### src/rtl/ppw_pkg.sv
package ppw_pkg;
  localparam int MAX_CORES = 4;
  localparam int CORE_W    = $clog2(MAX_CORES);
  localparam int WIN_BYTES = 8192;
  localparam int WIN_AW    = $clog2(WIN_BYTES);
  localparam int SUB_W     = 8;
  localparam int DATA_W    = 32;

  // Region boundaries inside the window (end offsets are exclusive)
  localparam logic [WIN_AW-1:0] SCU_END   = WIN_AW'(16'h0010);
  localparam logic [WIN_AW-1:0] GAP_END   = WIN_AW'(16'h0100);
  localparam logic [WIN_AW-1:0] IALIAS_END = WIN_AW'(16'h0200);
  localparam logic [WIN_AW-1:0] IBANK_END = WIN_AW'(16'h0600);
  localparam logic [WIN_AW-1:0] TALIAS_END = WIN_AW'(16'h0700);
  localparam logic [WIN_AW-1:0] TBANK_END = WIN_AW'(16'h0B00);

  typedef enum logic [1:0] {
    RG_NONE = 2'd0,
    RG_SCU  = 2'd1,
    RG_ICPU = 2'd2,
    RG_TMR  = 2'd3
  } region_t;

  // Configuration word: per-core presence mask at bit 4 upward, count-1 below
  function automatic logic [DATA_W-1:0] cfg_word(input int n);
    logic [DATA_W-1:0] mask;
    mask = (DATA_W'(1) << n) - DATA_W'(1);
    return (mask << 4) | DATA_W'(n - 1);
  endfunction
endpackage

### src/rtl/ppw_region_dec.sv
module ppw_region_dec
  import ppw_pkg::*;
#(
  parameter int NUM_CORES = 4
) (
  input  logic [WIN_AW-1:0] addr,
  input  logic [CORE_W-1:0] req_core,
  output region_t           region,
  output logic [CORE_W-1:0] core,
  output logic [CORE_W:0]   tmr_idx,
  output logic [SUB_W-1:0]  sub_off,
  output logic [1:0]        scu_word
);
  localparam logic [CORE_W:0] NC = (CORE_W+1)'(NUM_CORES);

  region_t           raw;
  logic [CORE_W-1:0] raw_core;
  logic              present;

  always_comb begin
    raw      = RG_NONE;
    raw_core = req_core;
    if (addr < SCU_END) begin
      raw = RG_SCU;
    end else if (addr < GAP_END) begin
      raw = RG_NONE;
    end else if (addr < IALIAS_END) begin
      raw = RG_ICPU;
    end else if (addr < IBANK_END) begin
      raw = RG_ICPU;
      // offsets 0x2xx..0x5xx: bits 9:8 = 2,3,0,1 -> cores 0..3
      raw_core = addr[9:8] ^ 2'b10;
    end else if (addr < TALIAS_END) begin
      raw = RG_TMR;
    end else if (addr < TBANK_END) begin
      raw = RG_TMR;
      // offsets 0x7xx..0xAxx: bits 9:8 = 3,0,1,2 -> cores 0..3
      raw_core = addr[9:8] + 2'd1;
    end
  end

  assign present = ({1'b0, raw_core} < NC);

  always_comb begin
    region = raw;
    if ((raw == RG_ICPU || raw == RG_TMR) && !present) region = RG_NONE;
  end

  always_comb begin
    core     = '0;
    tmr_idx  = '0;
    sub_off  = '0;
    scu_word = '0;
    unique case (region)
      RG_SCU:  scu_word = addr[3:2];
      RG_ICPU: begin
        core    = raw_core;
        sub_off = addr[7:0];
      end
      RG_TMR: begin
        core    = raw_core;
        tmr_idx = {raw_core, addr[5]};
        sub_off = {4'h0, addr[3:0]};
      end
      default: ;
    endcase
  end
endmodule

### src/rtl/ppw_scu_bank.sv
module ppw_scu_bank
  import ppw_pkg::*;
#(
  parameter int NUM_CORES = 4,
  parameter int DW        = DATA_W
) (
  input  logic          clk,
  input  logic          rst,
  input  logic          hit,
  input  logic [1:0]    word,
  input  logic          wr,
  input  logic [DW-1:0] wdata,
  output logic [DW-1:0] rd_val,
  output logic          inval_pulse,
  output logic [DW-1:0] inval_data
);
  localparam logic [DW-1:0] CFG_VAL = DW'(cfg_word(NUM_CORES));

  logic [DW-1:0] ctrl_q;
  logic          wr_ctrl;
  logic          wr_inval;

  assign wr_ctrl  = hit && wr && (word == 2'd0);
  assign wr_inval = hit && wr && (word == 2'd3);

  always_ff @(posedge clk) begin
    if (rst) begin
      ctrl_q <= '0;
    end else if (wr_ctrl) begin
      ctrl_q <= wdata;
    end
  end

  always_ff @(posedge clk) begin
    if (rst) begin
      inval_pulse <= 1'b0;
      inval_data  <= '0;
    end else begin
      inval_pulse <= wr_inval;
      if (wr_inval) inval_data <= wdata;
    end
  end

  always_comb begin
    unique case (word)
      2'd0:    rd_val = ctrl_q;
      2'd1:    rd_val = CFG_VAL;
      default: rd_val = '0;
    endcase
  end

  // control word only moves on a write aimed at it
  p_ctrl_hold_r1: assert property (@(posedge clk) disable iff (rst)
    !wr_ctrl |=> $stable(ctrl_q));

  // every invalidate pulse is caused by a write to the invalidate word
  p_inval_cause_r3: assert property (@(posedge clk) disable iff (rst)
    inval_pulse |-> $past(hit && wr && (word == 2'd3)));
endmodule

### src/rtl/ppw_rd_ret.sv
module ppw_rd_ret
  import ppw_pkg::*;
#(
  parameter int DW = DATA_W
) (
  input  logic          clk,
  input  logic          rst,
  input  logic          rd,
  input  region_t       region,
  input  logic [DW-1:0] scu_val,
  input  logic [DW-1:0] icpu_val,
  input  logic [DW-1:0] tmr_val,
  output logic [DW-1:0] rdata,
  output logic          rvalid
);
  logic [DW-1:0] pick;

  always_comb begin
    unique case (region)
      RG_SCU:  pick = scu_val;
      RG_ICPU: pick = icpu_val;
      RG_TMR:  pick = tmr_val;
      default: pick = '0;
    endcase
  end

  always_ff @(posedge clk) begin
    if (rst) begin
      rdata  <= '0;
      rvalid <= 1'b0;
    end else begin
      rvalid <= rd;
      rdata  <= rd ? pick : '0;
    end
  end
endmodule

### src/rtl/ppw_decoder.sv
module ppw_decoder
  import ppw_pkg::*;
#(
  parameter int NUM_CORES = 4,
  parameter int DW        = DATA_W
) (
  input  logic              clk,
  input  logic              rst,
  input  logic [WIN_AW-1:0] bus_addr,
  input  logic              bus_wr,
  input  logic [DW-1:0]     bus_wdata,
  input  logic              bus_rd,
  input  logic [CORE_W-1:0] req_core,
  output logic              icpu_sel,
  output logic              tmr_sel,
  output logic              per_we,
  output logic [CORE_W-1:0] tgt_core,
  output logic [CORE_W:0]   tmr_idx,
  output logic [SUB_W-1:0]  sub_off,
  input  logic [DW-1:0]     icpu_rdata,
  input  logic [DW-1:0]     tmr_rdata,
  output logic [DW-1:0]     rdata,
  output logic              rvalid,
  output logic              inval_pulse,
  output logic [DW-1:0]     inval_data
);
  localparam logic [CORE_W:0] NC = (CORE_W+1)'(NUM_CORES);

  region_t       region;
  logic [1:0]    scu_word;
  logic [DW-1:0] scu_val;
  logic          acc;
  logic          per_hit;

  ppw_region_dec #(.NUM_CORES(NUM_CORES)) u_dec (
    .addr     (bus_addr),
    .req_core (req_core),
    .region   (region),
    .core     (tgt_core),
    .tmr_idx  (tmr_idx),
    .sub_off  (sub_off),
    .scu_word (scu_word)
  );

  assign acc      = bus_rd || bus_wr;
  assign per_hit  = (region == RG_ICPU) || (region == RG_TMR);
  assign icpu_sel = acc && (region == RG_ICPU);
  assign tmr_sel  = acc && (region == RG_TMR);
  assign per_we   = bus_wr && per_hit;

  ppw_scu_bank #(.NUM_CORES(NUM_CORES), .DW(DW)) u_scu (
    .clk         (clk),
    .rst         (rst),
    .hit         (region == RG_SCU),
    .word        (scu_word),
    .wr          (bus_wr),
    .wdata       (bus_wdata),
    .rd_val      (scu_val),
    .inval_pulse (inval_pulse),
    .inval_data  (inval_data)
  );

  ppw_rd_ret #(.DW(DW)) u_ret (
    .clk      (clk),
    .rst      (rst),
    .rd       (bus_rd),
    .region   (region),
    .scu_val  (scu_val),
    .icpu_val (icpu_rdata),
    .tmr_val  (tmr_rdata),
    .rdata    (rdata),
    .rvalid   (rvalid)
  );

  // valid follows the read strobe by one cycle
  p_rvalid_lag_r4: assert property (@(posedge clk) disable iff (rst)
    !$past(rst) |-> (rvalid == $past(bus_rd)));

  // no stale data while not valid
  p_idle_zero_r4: assert property (@(posedge clk) disable iff (rst)
    !rvalid |-> (rdata == '0));

  // a strobe never points at an absent core
  p_sel_present_r8: assert property (@(posedge clk) disable iff (rst)
    (icpu_sel || tmr_sel) |-> ({1'b0, tgt_core} < NC));

  // timer number is the pair of the target core, member from bit 5
  p_tmr_pair_r7: assert property (@(posedge clk) disable iff (rst)
    tmr_sel |-> (tmr_idx[CORE_W:1] == tgt_core && tmr_idx[0] == bus_addr[5]));

  // alias window of the CPU interface targets the requester
  p_alias_core_r5: assert property (@(posedge clk) disable iff (rst)
    (icpu_sel && bus_addr >= GAP_END && bus_addr < IALIAS_END) |-> (tgt_core == req_core));
endmodule

### config.mk
export PLATFORM = sky130hd
export DESIGN_NAME = ppw_decoder
export DESIGN_NICKNAME = d
export VERILOG_FILES = /design/src/rtl/ppw_pkg.sv /design/src/rtl/ppw_region_dec.sv /design/src/rtl/ppw_scu_bank.sv /design/src/rtl/ppw_rd_ret.sv /design/src/rtl/ppw_decoder.sv
export SDC_FILE = /design/constraint.sdc
export NUM_CORES = 1
export LEC_CHECK = 0
export BUFFER_PORTS_ARGS = -buffer_cell sky130_fd_sc_hd__buf_2
export CAP_MARGIN = 20
export CORE_MARGIN = 5
export CORE_UTILIZATION = 28
export CTS_BUF_LIST = sky130_fd_sc_hd__clkbuf_2 sky130_fd_sc_hd__clkbuf_4 sky130_fd_sc_hd__clkbuf_8
export DETAILED_ROUTE_END_ITERATION = 8
export MAX_ROUTING_LAYER = met4
export SYNTH_ARGS = -nofsm -noshare
export SYNTH_HDL_FRONTEND = slang
export SYNTH_HIERARCHICAL = 1
export SYNTH_SLANG_ARGS = --single-unit
### constraint.sdc
create_clock -name clk -period 5.7 [get_ports clk]
set_input_delay 0.57 -clock clk [delete_from_list [all_inputs] [get_ports clk]]
set_output_delay 0.57 -clock clk [all_outputs]
set_load 0.03 [all_outputs]
==> reports/metrics.csv <==
stage,metric,value,unit
final_layout,cell area after layout,6040,sq um
die,DIE WIDTH,141,um
critical_path,CP Launch Type,primary input,
die,floorplan die area,20000,sq um
placement,number of buffers inserted by port buffering,196,
routing,number of detailed-route iterations in the first pass,4,
critical_path,endpoint of the most critical register-to-register path,u_ret/rdata[5],
synthesis,synthesized area divided by synthesized cell count,9.78,sq um
power_and_ir_drop,PD cells,223,nW/um^2
min_path,startpoint of the most critical hold path,u_scu/inval_data[25],
critical_path,critical path arrival,2.36,ns
placement,placer congestion estimate,0.798,
clock_network,number of hold buffers added after cts,0,
synthesis,"Top FF cell, synth",sky130_fd_sc_hd__dfxtp_1,
final_layout,area growth from synthesis to layout,24.7,%
run,number of maximum-capacitance constraint violations,0,
routing,wire length per cell,15.4,um
critical_path,stage delay of the slowest cell on the critical path,0.66,ns
final_layout,most common library cell in the layout ignoring fill and taps,sky130_fd_sc_hd__buf_2,
final_layout,fraction of layout cells with a size suffix above 1,0.343,
global_route,total overflow reported by the global router,0,
die,number of cell rows,48,
power_and_ir_drop,Max VDD drop,0.109,mV
final_layout,share of the core filled with cells,0.353,
global_route,global-route wire length before repair,21200,um
routing,detail-routed via count per cell,4.35,
clock_network,clock tree from TritonCTS,built,
global_route,vias in the first global route,3859,
sta,hold violation count in the final report,0,
final_layout,final-stage net count,777,
synthesis,async set-reset flop share out of synthesis,0,
sta,final critical-path share of the clock period,0.515,
critical_path,worst-path cell with the longest stage delay,sky130_fd_sc_hd__buf_4,
critical_path,kind of cell adding the most delay to the critical path,buffers and inverters,
final_layout,area of all sequential standard cells,1960,sq um
sta,setup TNS,0,ns
sta,Fin Clk Skew,0.00887,ns
final_layout,area of combinational cells with multiple inputs,2570,sq um
routing,initial drt markers,140,
synthesis,"EDFF count, synth",0,
synthesis,unique cell type count in the Yosys netlist,42,
critical_path,Worst R2R Start,u_scu/ctrl_q[5],
clock_network,clock latency at the later pin of the worst-skew pair,0.37,ns
min_path,number of instances on the worst hold path,2,
placement,placed standard-cell area,5850,sq um
min_path,Hold EP,u_scu/inval_data[25],
critical_path,r2r worst-path depth,4,
synthesis,portion of the post-synthesis area used by sequential elements,0.405,
routing,DR vias,3876,
clock_network,H-tree depth reported by CTS,3,
synthesis,total standard cell area after synthesis,4840,sq um
sta,"Min Clock Period, post-route",2.93,ns
clock_network,clock sink count,98,
die,vertical die dimension,141,um
sta,RSZ-0062 raised after global routing,false,
placement,placed wire-length estimate after detailed placement,10200,um
routing,number of antenna-violating nets in the routed design,0,
final_layout,"commonest cells after routing, fill and taps aside","sky130_fd_sc_hd__buf_2 (196), sky130_fd_sc_hd__dfxtp_1 (98), sky130_fd_sc_hd__nand2b_1 (97), sky130_fd_sc_hd__mux2i_1 (96)",
critical_path,Critical Setup Path Class,in2out,
critical_path,r2r setup slk,4.59,ns
global_route,All-Layer GR Usage,0.138,
power_and_ir_drop,total power consumption of the routed design,1.35,mW
critical_path,endpoint type of the worst setup path,primary output,
final_layout,antenna fix cells,0,
sta,number of pins exceeding their max-slew limit in the final report,0,
die,core region area,17100,sq um
synthesis,Synth Register Bits,98,
critical_path,CP most frequent cell,sky130_fd_sc_hd__buf_2,
synthesis,synthesis warning total,6,
clock_network,Root Driver,sky130_fd_sc_hd__clkbuf_8,
critical_path,Worst Path Buf+Inv,3,
final_layout,total of fill cells in the finished design,1791,
power_and_ir_drop,Leakage,2.80,nW
clock_network,number of buffers on the longest clock path,2,
clock_network,clock transition at the register clock pins on the worst setup and hold paths after CTS,0.09,ns
critical_path,maximum net fanout on the critical path,70,
min_path,Tightest Hold Check Type,reg2reg,
sta,Slew @ Worst Pin,0.948,ns
routing,wire length reported by the detailed router,13700,um
routing,residual DRC count,0,
sta,maximum clock frequency,0.341,GHz
synthesis,number of cells produced by synthesis,495,
clock_network,post-CTS setup repair buffer count,0,
global_route,number of antenna violations at the first check in global routing,0,
global_route,largest net degree at the start of global routing,99,
die,effective utilization at floorplan,0.283,
die,IO Pins,197,
status,run status,completed,
critical_path,Critical Path RT,5.13,ns
synthesis,net count of the mapped netlist,610,
clock_network,post-cts gate resize count,0,
sta,number of endpoints failing setup at the final stage,0,
critical_path,cell chain of the critical path,buf_2 -> a21oi_1 -> o211a_4 -> buf_4 -> o21ai_1 -> nor2_1 -> buf_2,
clock_network,total CTS buffers,9,
sta,remaining max-slew budget at the tightest pin,0.368,
synthesized netlist by cell type, types with 2 or more instances:
library cell,n,share of area
sky130_fd_sc_hd__buf_6,9,0.021
sky130_fd_sc_hd__buf_1,2,0.0016
sky130_fd_sc_hd__buf_2,12,0.012
sky130_fd_sc_hd__inv_1,4,0.0031
sky130_fd_sc_hd__dfxtp_1,98,0.41
sky130_fd_sc_hd__nor2_1,19,0.015
sky130_fd_sc_hd__a21oi_1,37,0.038
sky130_fd_sc_hd__nand2b_1,98,0.13
sky130_fd_sc_hd__buf_12,3,0.012
sky130_fd_sc_hd__a211oi_2,2,0.0052
sky130_fd_sc_hd__mux2i_1,96,0.20
sky130_fd_sc_hd__and3_1,2,0.0026
sky130_fd_sc_hd__clkbuf_1,16,0.012
sky130_fd_sc_hd__nand2_1,2,0.0016
sky130_fd_sc_hd__inv_2,2,0.0016
sky130_fd_sc_hd__and2_1,36,0.047
sky130_fd_sc_hd__nor3_1,2,0.0021
sky130_fd_sc_hd__buf_4,2,0.0031
sky130_fd_sc_hd__a211oi_1,30,0.047
how the worst max path moves through the flow:
| stage | startpoint | end | slack, ns | cells past startpoint |
|---|---|---|---|---|
| floorplan | bus_addr[11] | tmr_idx[0] | 3.39 | 4 |
| global placement | bus_addr[9] | u_scu/inval_data[3] | 2.70 | 7 |
| detailed placement | bus_addr[9] | u_scu/inval_data[4] | 2.67 | 7 |
| CTS | bus_addr[9] | icpu_sel | 2.74 | 7 |
| global route | bus_addr[9] | icpu_sel | 2.57 | 7 |
| finish | bus_addr[9] | icpu_sel | 2.77 | 7 |
registers in the layout (all words and copies together) (netlist names):
register,count
u_ret/rdata,32
u_ret/rvalid,1
u_scu/ctrl_q,32
u_scu/inval_data,32
u_scu/inval_pulse,1
logic make-up (layout without fill, tap and decap cells):
group                  count (synthesis)  count (layout)  share of synthesized area
AND/OR/NAND/NOR                      172             172                      0.218
flip-flops                            98              98                      0.405
multiplexers                          97              97                      0.203
AO/OA/AOI/OAI                         77              77                      0.104
buffers and inverters                 50             222                     0.0675
XOR/XNOR                               1               1                    0.00181
final cells by class:
| class | instances | area share |
|---|---|---|
| Timing Repair Buffer | 200 | 0.167 |
| Clock inverter | 6 | 0.00788 |
| Clock buffer | 10 | 0.0228 |
| Inverter | 6 | 0.00373 |
| Sequential cell | 98 | 0.325 |
| Tap cell | 225 | 0.0466 |
| Multi-Input combinational cell | 347 | 0.426 |
tightest hold or removal path, stage by stage, from the launching register on:
cell                       delay, ns
sky130_fd_sc_hd__dfxtp_1        0.32
sky130_fd_sc_hd__nand2b_1       0.06
sky130_fd_sc_hd__mux2i_1        0.06
stage by stage:
step           instances  hold slack [ns]  setup WS, ns
2_1_floorplan        495            0.444          3.39
3_3_place_gp         876            0.456          2.70
3_5_place_dp         876            0.458          2.67
4_1_cts              892            0.440          2.74
5_1_grt              892            0.465          2.57
6_report             892            0.474          2.77
power by group:
| part | leakage, nW | total, mW | switching [mW] | internal [mW] |
|---|---|---|---|---|
| combinational | 1.92 | 0.209 | 0.120 | 0.0890 |
| sequential | 0.793 | 0.703 | 0.00458 | 0.698 |
| clock | 0.0868 | 0.436 | 0.261 | 0.175 |
metal layers:
| metal | up-vias | wire, um | track usage |
|---|---|---|---|
| met2 | 94 | 6500 | 0.221 |
| met4 | 0 | 229 | 0.0540 |
| met1 | 1740 | 6400 | 0.177 |
| met3 | 15 | 588 | 0.0202 |
| li1 | 2027 | - | - |
| met5 | - | 0 | - |
Note: power is estimated with default switching activity, not from simulation.
